File: src/rtl/lifo_pkg.sv
package lifo_pkg;

  // Strobes from control to datapath for one active edge
  typedef struct packed {
    logic push;
    logic pop;
  } lifo_strobe_t;

  // Map between pin level and logical truth for a given polarity
  function automatic logic applyPol(input logic v, input bit activeHigh);
    return activeHigh ? v : ~v;
  endfunction

endpackage

File: src/rtl/lifo_ctrl.sv
module lifo_ctrl
  import lifo_pkg::*;
#(
  parameter int DEPTH    = 8,
  parameter bit PUSH_HI  = 1'b1,
  parameter bit POP_HI   = 1'b1,
  parameter bit EN_HI    = 1'b1,
  parameter bit FULL_HI  = 1'b1,
  parameter bit EMPTY_HI = 1'b1,
  localparam int CNT_W   = $clog2(DEPTH + 1)
) (
  input  logic             clkEff,
  input  logic             rst,
  input  logic             enIn,
  input  logic             pushIn,
  input  logic             popIn,
  output lifo_strobe_t     strobes,
  output logic [CNT_W-1:0] occ,
  output logic             fullOut,
  output logic             emptyOut
);

  logic enAct, pushAct, popAct;
  logic isFull, isEmpty;

  assign enAct   = applyPol(enIn, EN_HI);
  assign pushAct = applyPol(pushIn, PUSH_HI);
  assign popAct  = applyPol(popIn, POP_HI);

  assign isFull  = (occ == CNT_W'(DEPTH));
  assign isEmpty = (occ == '0);

  // Push wins a collision unless the stack is full
  always_comb begin
    strobes.push = enAct && pushAct && !isFull;
    strobes.pop  = enAct && popAct && !isEmpty && !strobes.push;
  end

  always_ff @(posedge clkEff or posedge rst) begin
    if (rst) begin
      occ <= '0;
    end else if (strobes.push) begin
      occ <= occ + 1'b1;
    end else if (strobes.pop) begin
      occ <= occ - 1'b1;
    end
  end

  assign fullOut  = applyPol(isFull, FULL_HI);
  assign emptyOut = applyPol(isEmpty, EMPTY_HI);

endmodule

File: src/rtl/lifo_data.sv
module lifo_data
  import lifo_pkg::*;
#(
  parameter int DEPTH  = 8,
  parameter int WIDTH  = 8,
  localparam int CNT_W = $clog2(DEPTH + 1)
) (
  input  logic             clkEff,
  input  logic             rst,
  input  lifo_strobe_t     strobes,
  input  logic [CNT_W-1:0] occ,
  input  logic [WIDTH-1:0] dataIn,
  output logic [WIDTH-1:0] dataOut
);

  logic [WIDTH-1:0] slots [DEPTH];
  logic [WIDTH-1:0] topWord;

  // One register per slot; the slot at index occ takes the pushed word
  for (genvar i = 0; i < DEPTH; i++) begin : g_slot
    logic writeHere;
    assign writeHere = strobes.push && (occ == CNT_W'(i));
    always_ff @(posedge clkEff) begin
      if (writeHere) slots[i] <= dataIn;
    end
  end

  // Newest word sits at index occ-1
  always_comb begin
    topWord = '0;
    for (int i = 0; i < DEPTH; i++) begin
      if (occ == CNT_W'(i + 1)) topWord = slots[i];
    end
  end

  always_ff @(posedge clkEff or posedge rst) begin
    if (rst) begin
      dataOut <= '0;
    end else if (strobes.pop) begin
      dataOut <= topWord;
    end
  end

endmodule

File: src/rtl/lifo_stack.sv
module lifo_stack
  import lifo_pkg::*;
#(
  parameter int DEPTH     = 8,
  parameter int WIDTH     = 8,
  parameter bit PUSH_HI   = 1'b1,
  parameter bit POP_HI    = 1'b1,
  parameter bit EN_HI     = 1'b1,
  parameter bit FULL_HI   = 1'b1,
  parameter bit EMPTY_HI  = 1'b1,
  parameter bit RISE_EDGE = 1'b1,
  localparam int CNT_W    = $clog2(DEPTH + 1)
) (
  input  logic             clk,
  input  logic             rst,
  input  logic             enIn,
  input  logic             pushIn,
  input  logic             popIn,
  input  logic [WIDTH-1:0] dataIn,
  output logic [WIDTH-1:0] dataOut,
  output logic             fullOut,
  output logic             emptyOut
);

  logic             clkEff;
  lifo_strobe_t     strobes;
  logic [CNT_W-1:0] occCount;

  // Edge selection
  if (RISE_EDGE) begin : g_rise
    assign clkEff = clk;
  end else begin : g_fall
    assign clkEff = ~clk;
  end

  lifo_ctrl #(
    .DEPTH(DEPTH), .PUSH_HI(PUSH_HI), .POP_HI(POP_HI), .EN_HI(EN_HI),
    .FULL_HI(FULL_HI), .EMPTY_HI(EMPTY_HI)
  ) u_ctrl (
    .clkEff(clkEff), .rst(rst), .enIn(enIn), .pushIn(pushIn), .popIn(popIn),
    .strobes(strobes), .occ(occCount), .fullOut(fullOut), .emptyOut(emptyOut)
  );

  lifo_data #(.DEPTH(DEPTH), .WIDTH(WIDTH)) u_data (
    .clkEff(clkEff), .rst(rst), .strobes(strobes), .occ(occCount),
    .dataIn(dataIn), .dataOut(dataOut)
  );

endmodule

File: config.mk
export PLATFORM = sky130hd
export DESIGN_NAME = lifo_stack
export DESIGN_NICKNAME = d
export VERILOG_FILES = /design/src/rtl/lifo_pkg.sv /design/src/rtl/lifo_ctrl.sv /design/src/rtl/lifo_data.sv /design/src/rtl/lifo_stack.sv
export SDC_FILE = /design/constraint.sdc
export NUM_CORES = 1
export LEC_CHECK = 0
export ABC_CLOCK_PERIOD_IN_PS = 4200
export CORE_ASPECT_RATIO = 2
export CORE_UTILIZATION = 55
export CTS_CLUSTER_SIZE = 12
export DETAILED_ROUTE_END_ITERATION = 10
export PLACE_DENSITY = 0.75
export SLEW_MARGIN = 20
export SYNTH_ARGS = -nofsm -noshare
export SYNTH_HDL_FRONTEND = slang
export SYNTH_SLANG_ARGS = --single-unit
File: constraint.sdc
create_clock -name clk -period 4.2 [get_ports clk]
set_input_delay 0.84 -clock clk [delete_from_list [all_inputs] [get_ports clk]]
set_output_delay 0.84 -clock clk [all_outputs]
set_load 0.005 [all_outputs]
**Word-level counts from Yosys, hierarchy flattened**

Memory sizes are Yosys's and may differ from the RTL's.
Cells that the tools add are included.
W data, S select, Z words.

- $add $sub $neg: 2
- Equality and inequality tests: 8
- Multiplexer cells: 47
- Reductions and logical operators: 25

Operator list:

| cell | count |
|---|---|
| $mux W8 | 15 |
| $reduce_or A8 Y1 | 7 |
| $mux W1 | 23 |
| $mux W3 | 7 |
| $eq A4 B3 Y1 const B | 4 |
| $logic_and A1 B1 Y1 | 13 |
| $eq A4 B2 Y1 const B | 2 |
| $mux W4 | 2 |
| $add A4 B1 Y4 const B | 1 |
| $eq A4 B1 Y1 const B | 1 |
| $eq A4 B4 Y1 const B | 1 |
| $logic_not A4 Y1 | 1 |
| $sub A4 B1 Y4 const B | 1 |
| $logic_not A1 Y1 | 3 |
| $reduce_bool A2 Y1 | 1 |

- Bits in registers: 12
- RAM bits: 64
- Input port bits: 13
- Output and inout port bits: 10
- Word-level logic and storage cells: 85
- Memories: 1

Memory list:

| memory | words | width | rd ports | clocked after Yosys merged registers in | write ports | RTL line | text |
|---|---|---|---|---|---|---|---|
| u_data.slots | 8 | 8 | 8 | 0 | 1 | lifo_data.sv:16 | `logic [WIDTH-1:0] slots [DEPTH];` |

**Logic depth before layout (Yosys ltp)**

Gate-level depths: netlist of the first run.

- Word-level depth: 14
- Mapped depth: 8
- Mapped depth without buffers: 6

**Modules after synthesis**

Synthesis of the first run repeated with hierarchy kept, for this count alone.

- Cell total of the unflattened synthesis: 232
- Area, all modules: 3269.4 sq um

By module, submodules not included:

| module | times used | cells an instance | area each (sq um) | seq. area each (sq um) |
|---|---|---|---|---|
| lifo_data | 1 | 205 | 2970.3 | 2122.0 |
| lifo_ctrl | 1 | 27 | 299.0 | 100.1 |

**Least setup slack after synthesis of the first run**

Ideal clock, no wire load.

- Path type: reg-to-reg
- Start: reg u_ctrl.occ[0]
- End: mem u_data.slots[3][0] (netlist: u_data.slots[0][24]), enable pin
- Library setup time: 0.332 ns
- Data arrival time: 1.593 ns
- Data required time: 3.868 ns
- Slack: 2.275 ns
- Stages on the path, launching flop included: 7
- Buffers on the path: 1
- Period minus slack after synthesis: 1.925 ns
- Cell sequence: dfrtp_1 -> inv_1 -> ha_1 -> nand3b_1 -> and3_1 -> buf_2 -> and3_1

- Elaborated cells between the ends (all ways): 56
- Those cells by class: 8 x eq/ne; 30 x mux; 18 x reduce/logical

RTL lines:

| item | RTL line | text |
|---|---|---|
| from (decl) | lifo_ctrl.sv:18 | `output logic [CNT_W-1:0] occ,` |
| from (signal assigned) | lifo_ctrl.sv:43 | `occ <= occ + 1'b1;` |
| from (signal assigned) | lifo_ctrl.sv:45 | `occ <= occ - 1'b1;` |
| $eq A4 B4 Y1 | lifo_ctrl.sv:30 | `assign isFull = (occ == CNT_W'(DEPTH));` |
| $logic_not A1 Y1 | lifo_ctrl.sv:35 | `strobes.push = enAct && pushAct && !isFull;` |
| $logic_and A1 B1 Y1 | lifo_ctrl.sv:35 |  |
| $logic_and A1 B1 Y1 * | lifo_data.sv:22 | `assign writeHere = strobes.push && (occ == CNT_W'(i));` |
| via u_data.g_slot[3].writeHere | lifo_data.sv:21 | `logic writeHere;` |
| $mux W1 * | lifo_data.sv:24 | `if (writeHere) slots[i] <= dataIn;` |
| $mux W1 (implied by the code) * | lifo_data.sv:24 |  |
| $reduce_or A8 Y1 (no line) | n/a |  |
| $mux W3 (no line) / $mux W1 (equally long branches) (5 in a row) | n/a |  |
| to (decl) | lifo_data.sv:16 |  |

Mark *: on every way through the listed nets, which the timed path passes. The rest lies on a longest branch.

**Final worst setup path of the first run**

- Start: reg u_ctrl.occ[0]
- End: out emptyOut

- Longest elaborated chain between the ends: 1

RTL lines:

| item | RTL line | text |
|---|---|---|
| $logic_not A4 Y1 | lifo_ctrl.sv:31 | `assign isEmpty = (occ == '0);` |
| to (decl) | lifo_stack.sv:22 | `output logic emptyOut` |

No other way between the ends.

==> results.cfg, run 1 <==
[run_status]
status = finished, final reports clean

[die]
start_util = 0.579
die_area_sq_um = 6390
fp-row-count = 39
chipWidth_um = 57.0
io_pins = 23
core_area_sq_um = 5760
die_y_um = 112

[timing]
relSlewSlack = 0.274
finalCritPeriodShare = 0.780
finalHoldViolCount = 0
setup_viol = 0
fin_skew_ps = 4.51
fin_setup_tns_ps = 0
worst_pin_slew_ps = 1090
fmax_mhz = 305
rsz0062_at_grt = no
finalCriticalPeriod_ps = 3270
slew_viol_final = 0

[setup_path]
reg2reg_from = u_ctrl.occ[0]$_DFFE_PP0P_
cp-start-kind = register
cpMaxStageDelayCell = clkdlybuf4s50_1
critical_path.startpoint = u_ctrl.occ[0]$_DFFE_PP0P_
crit_chain = inv_1 -> ha_1 -> nor3b_4 -> clkdlybuf4s50_1
crit_path_max_incr_delay_ps = 570
path_class = register to output port
reg2reg_to = u_data.slots[1][3]$_DFFE_PP_
cp_max_fo = 14
cp.required_ps = 3360
reg2reg_depth = 5
rrSetupSlack_ps = 1700
critPathArrivalTime_ps = 2430
end_kind = output port

[finish]
fill_cells = 437
n_antenna_cell = 0
layout-drive-gt1-share = 0.106
instances_no_fill = 335
regArea_sq_um = 2220
layout.nets = 286
multi_input_area_sq_um = 988
syn2layout_area_growth_pct = 15.1

[logic_synthesis]
synth_edf_count = 64
yosys_register_bits = 76
synth_seq_area_share = 0.667
ys_types = 42
synth_top_area_frac = 0.577
synth_area_leader_cell = edfxtp_1
ys.warnings.count = 0
synth-async-reset-ratio = 0.158
synthFlopType = edfxtp_1
yosysMostFrequentCell = edfxtp_1
syn_area_per_cell_sq_um = 13.3
synth_nets = 268
synth_area_sq_um = 3330
netlist_top_cells_count = edfxtp_1 (64), nand2_1 (22), a21oi_1 (20), dfrtp_1 (12), o21ai_0 (11)
netlist_instances = 251
yosys-top-cells-area = edfxtp_1 (58%), dfrtp_1 (9.0%), a21oi_1 (3.0%), nand2_1 (2.5%), and3_1 (1.9%)

[drt]
ant_nets = 0
wl_um = 7300
drt_pass1_iterations = 4
drt_first_iter_violations = 179
routedWlPerCell_um = 21.8
post_drt_via_cell_ratio = 6.27
vias = 2101
drc = 0

[cts]
root_buffer = clkbuf_16
clkTransAtPathRegs_ps = 50
cts_buffer_depth = 2
clock-sinks = 76
h-tree-depth = 3
cts_hold_buf = 0
cts_inserted_buffers = 9
clk_latency_ps = 340
cts_resized = 0
postCtsSetupBuffers = 0
cts_tree = done

[global_route]
antenna_found_initial = 0
grt.total_usage = 0.259
overflow = 0
grt_max_degree = 36
first_global_vias = 2161
grt_pass1_wl_um = 11600

[placed_design]
port_buffers = 22
hpwl_um = 4910
place.gp.congestion = 0.858
dp.cells = 319

[pwr]
p_sw_frac = 0.330
irDropWorstVdd_mv = 0.467
powerDensity_nw_per_um2 = 657
pwr-share-comb = 0.304
finalPower_mw = 2.52
p_switching_mw = 0.834
p_leak_nw = 1.34
clockPowerShare = 0.293
p_int_mw = 1.69
power_frac_seq = 0.403

[worst_hold_path]
worstHoldEndpoint = u_data.dataOut[5]$_DFFE_PP0P_
whs_path_depth = 2
hp-start = u_data.dataOut[5]$_DFFE_PP0P_
min-delay-path-class = register to register

[job]
maxCapViolCount = 0
-- worst max-delay path, delay by kind of cell (launching register included) --
family                     cells  cell delay (ps)
adders and majority gates      1              540
buffers and inverters          2              680
DFF                            1              440
and+or+nand+nor                1              440
-- final cells by class --
type / count / area share
inverter: 12 / 0.0117
clock buffer: 11 / 0.0606
tap: 61 / 0.0199
multi-input combinational: 148 / 0.258
clock inverter: 5 / 0.0137
timing repair buffer: 22 / 0.0574
sequential: 76 / 0.579
-- through the flow --
stage	hold WS (ps)	setup WS, ps	utilization	cell area [sq um]
3_5_place_dp	543	1290	0.616	3550
2_1_floorplan	478	2270	-	3330
4_1_cts	553	924	0.666	3830
3_3_place_gp	517	1340	0.616	3550
6_report	547	926	0.666	3840
5_1_grt	577	785	0.666	3840
-- worst max-delay path by stage --
| stage | slack, ps | cells past startpoint | end |
|---|---|---|---|
| global placement | 1340 | 4 | emptyOut |
| finish | 930 | 4 | emptyOut |
| global route | 780 | 4 | emptyOut |
| detailed placement | 1290 | 4 | emptyOut |
| floorplan | 2270 | 3 | emptyOut |
| CTS | 920 | 4 | emptyOut |
-- kinds of logic (layout without fill, tap and decap cells) --
kind of cell,after synthesis,in the layout,share of synthesized area
and+or+nand+nor,79,79,0.136
DFF,76,76,0.667
AOI/OAI and AO/OA,62,62,0.137
buffers and inverters,27,50,0.0375
adders and majority gates,4,4,0.0150
xor gates and xnor gates,3,3,0.00788
-- layer usage --
layer  track usage  part of all wire  wire (um)
met1         0.320              0.38       2790
met3        0.0714             0.058        421
met2         0.407              0.52       3800
met4         0.146             0.040        289
met5             0                 0          0
-- power groups by stage --
stage                     registers, mW  logic (mW)  clock network [mW]
after floorplan                   0.976       0.574                   0
after global placement             1.03       0.748                   0
after detailed placement           1.03       0.757                   0
after CTS                          1.02       0.764               0.748
after global routing               1.03       0.847               0.783
final                              1.02       0.767               0.738
-- layout by cell type, fill, tap and decap left out, drive strengths merged --
master,instances
nor4,2
nor2b,4
and2,1
o2bb2ai,1
xnor2,3
clkbuf,11
nor3,3
a221o,1
nand3b,5
dfrtp,12
a311oi,6
nand2b,9
ha,4
or3b,2
nand2,22
o311a,1
a221oi,4
and3,10
bufinv,1
o22a,1
inv,12
nor2,10
clkinv,4
a22oi,4
a211oi,1
and2b,1
nor3b,8
clkdlybuf4s50,22
o21ai,11
nand3,2
o221ai,3
edfxtp,64
a31oi,6
a211o,1
a21oi,20
a32oi,2
-- registers in the layout, indices dropped and copies added (netlist names) --
signal and cells:
u_ctrl.occ 4, u_data.dataOut 8, u_data.slots 64
Power figures use the tool's default switching activity.
==> run 2, diff against run 1 <==
Settings changed: ABC_CLOCK_PERIOD_IN_PS 4200 to 2900, CORE_UTILIZATION 55 to 52.
Clock period 4.2 ns to 2.9 ns, I/O delays scaled along.
==> results.cfg, run 2 (synthesis results as in run 1) <==
[worst_hold_path]
min-delay-path-class = register to register
whs_path_depth = 2

[finish]
syn2layout_area_growth_pct = 17.8
final_common_cell = edfxtp_1
instances_no_fill = 363
fin_area_sq_um = 3930
largest_register_ffs = 64
reg_top3 = u_data.slots (64), u_data.dataOut (8), u_ctrl.occ (4)
fill_cells = 471
layout-drive-gt1-share = 0.122
n_antenna_cell = 0
layout.nets = 291
regMostFlops = u_data.slots
layout_common_cells = edfxtp_1 (64), nand2_1 (22), clkdlybuf4s50_1 (22), a21oi_1 (20), dfrtp_1 (12)

[die]
core_area_sq_um = 6110
start_util = 0.546
chipWidth_um = 58.6
die_y_um = 115
die_area_sq_um = 6750
fp-row-count = 40
io_pins = 23

[drt]
wl_um = 7610
drc = 0
drt_first_iter_violations = 124
ant_nets = 0
drt_pass1_iterations = 4
vias = 2093
post_drt_via_cell_ratio = 5.77
routedWlPerCell_um = 21.0

[pwr]
finalPower_mw = 3.77
irDropWorstVdd_mv = 0.541
powerDensity_nw_per_um2 = 961
p_leak_nw = 1.37

[placed_design]
place_area_sq_um = 3620
port_buffers = 22
dp.cells = 347
hpwl_um = 5400
place.gp.congestion = 0.936

[global_route]
overflow = 0
antenna_found_initial = 0
grt_max_degree = 29
first_global_vias = 2149
grt_pass1_wl_um = 11900
grt.total_usage = 0.259

[timing]
slew_viol_final = 0
setup_viol = 0
finalHoldViolCount = 0
fin_setup_tns_ps = 0
finalCritPeriodShare = 0.951
fmax_mhz = 362
fin_skew_ps = 6.71
finalCriticalPeriod_ps = 2760
worst_pin_slew_ps = 990
relSlewSlack = 0.340
rsz0062_at_grt = no

[cts]
postCtsSetupBuffers = 0
cts_hold_buf = 0
cts_buffer_depth = 2
cts_tree = done
clkTransAtPathRegs_ps = 60
clock-sinks = 76
h-tree-depth = 3
root_buffer = clkbuf_16
cts_inserted_buffers = 9
cts_resized = 0
clk_latency_ps = 330

[run_status]
status = finished, final reports clean

[setup_path]
cp_max_fo = 10
cp.required_ps = 2320
reg2reg_depth = 6
critPathArrivalTime_ps = 2180
end_kind = output port
path_class = register to output port
cp-start-kind = register

[job]
maxCapViolCount = 0
-- run 2: final timing paths --
path | from | to | slack (ps)
max | u_ctrl.occ[0]$_DFFE_PP0P_ | fullOut | 140
min | u_data.dataOut[5]$_DFFE_PP0P_ | u_data.dataOut[5]$_DFFE_PP0P_ | 530
max reg2reg | u_ctrl.occ[0]$_DFFE_PP0P_ | u_data.slots[1][19]$_DFFE_PP_ | 530
min reg2reg | u_data.dataOut[5]$_DFFE_PP0P_ | u_data.dataOut[5]$_DFFE_PP0P_ | 530
max in group asynchronous | rst | u_data.dataOut[6]$_DFFE_PP0P_ | 1950
min in group asynchronous | rst | u_data.dataOut[0]$_DFFE_PP0P_ | 590
-- run 2: area by class of cell --
cell class,count,area (sq um),area share
multi-input combinational,148,986,0.251
tap,84,105,0.0268
clock buffer,11,233,0.0593
sequential,76,2220,0.566
timing repair buffer,27,258,0.0656
clock inverter,5,77.6,0.0198
inverter,12,45.0,0.0115
-- run 2: layer usage --
metal  vias up  global-route usage  part of all wire  wire length [um]
met4         0               0.146             0.038               288
li1        994                   -                 -                 -
met2        70               0.428              0.53              4030
met5         -                   0                 0                 0
met3        15              0.0585             0.049               373
met1      1014               0.307              0.38              2920
-- run 2: where the power goes --
part           switching, mW  internal [mW]
logic                  0.701          0.499
registers              0.109           1.32
clock network          0.395          0.749
total                   1.20           2.57
-- run 2: through the flow --
stage	hold WS, ps	setup WS [ps]	utilization
6_report	534	141	0.643
5_1_grt	563	6.17	0.643
4_1_cts	529	128	0.643
3_5_place_dp	508	469	0.592
3_3_place_gp	512	492	0.592
2_1_floorplan	445	975	-
-- run 2: critical path, stage by stage, from the launching register on --
cell,delay [ps]
dfrtp_1,440
inv_1,110
ha_1,290
buf_4,220
nand3b_1,140
inv_1,140
clkdlybuf4s50_1,510
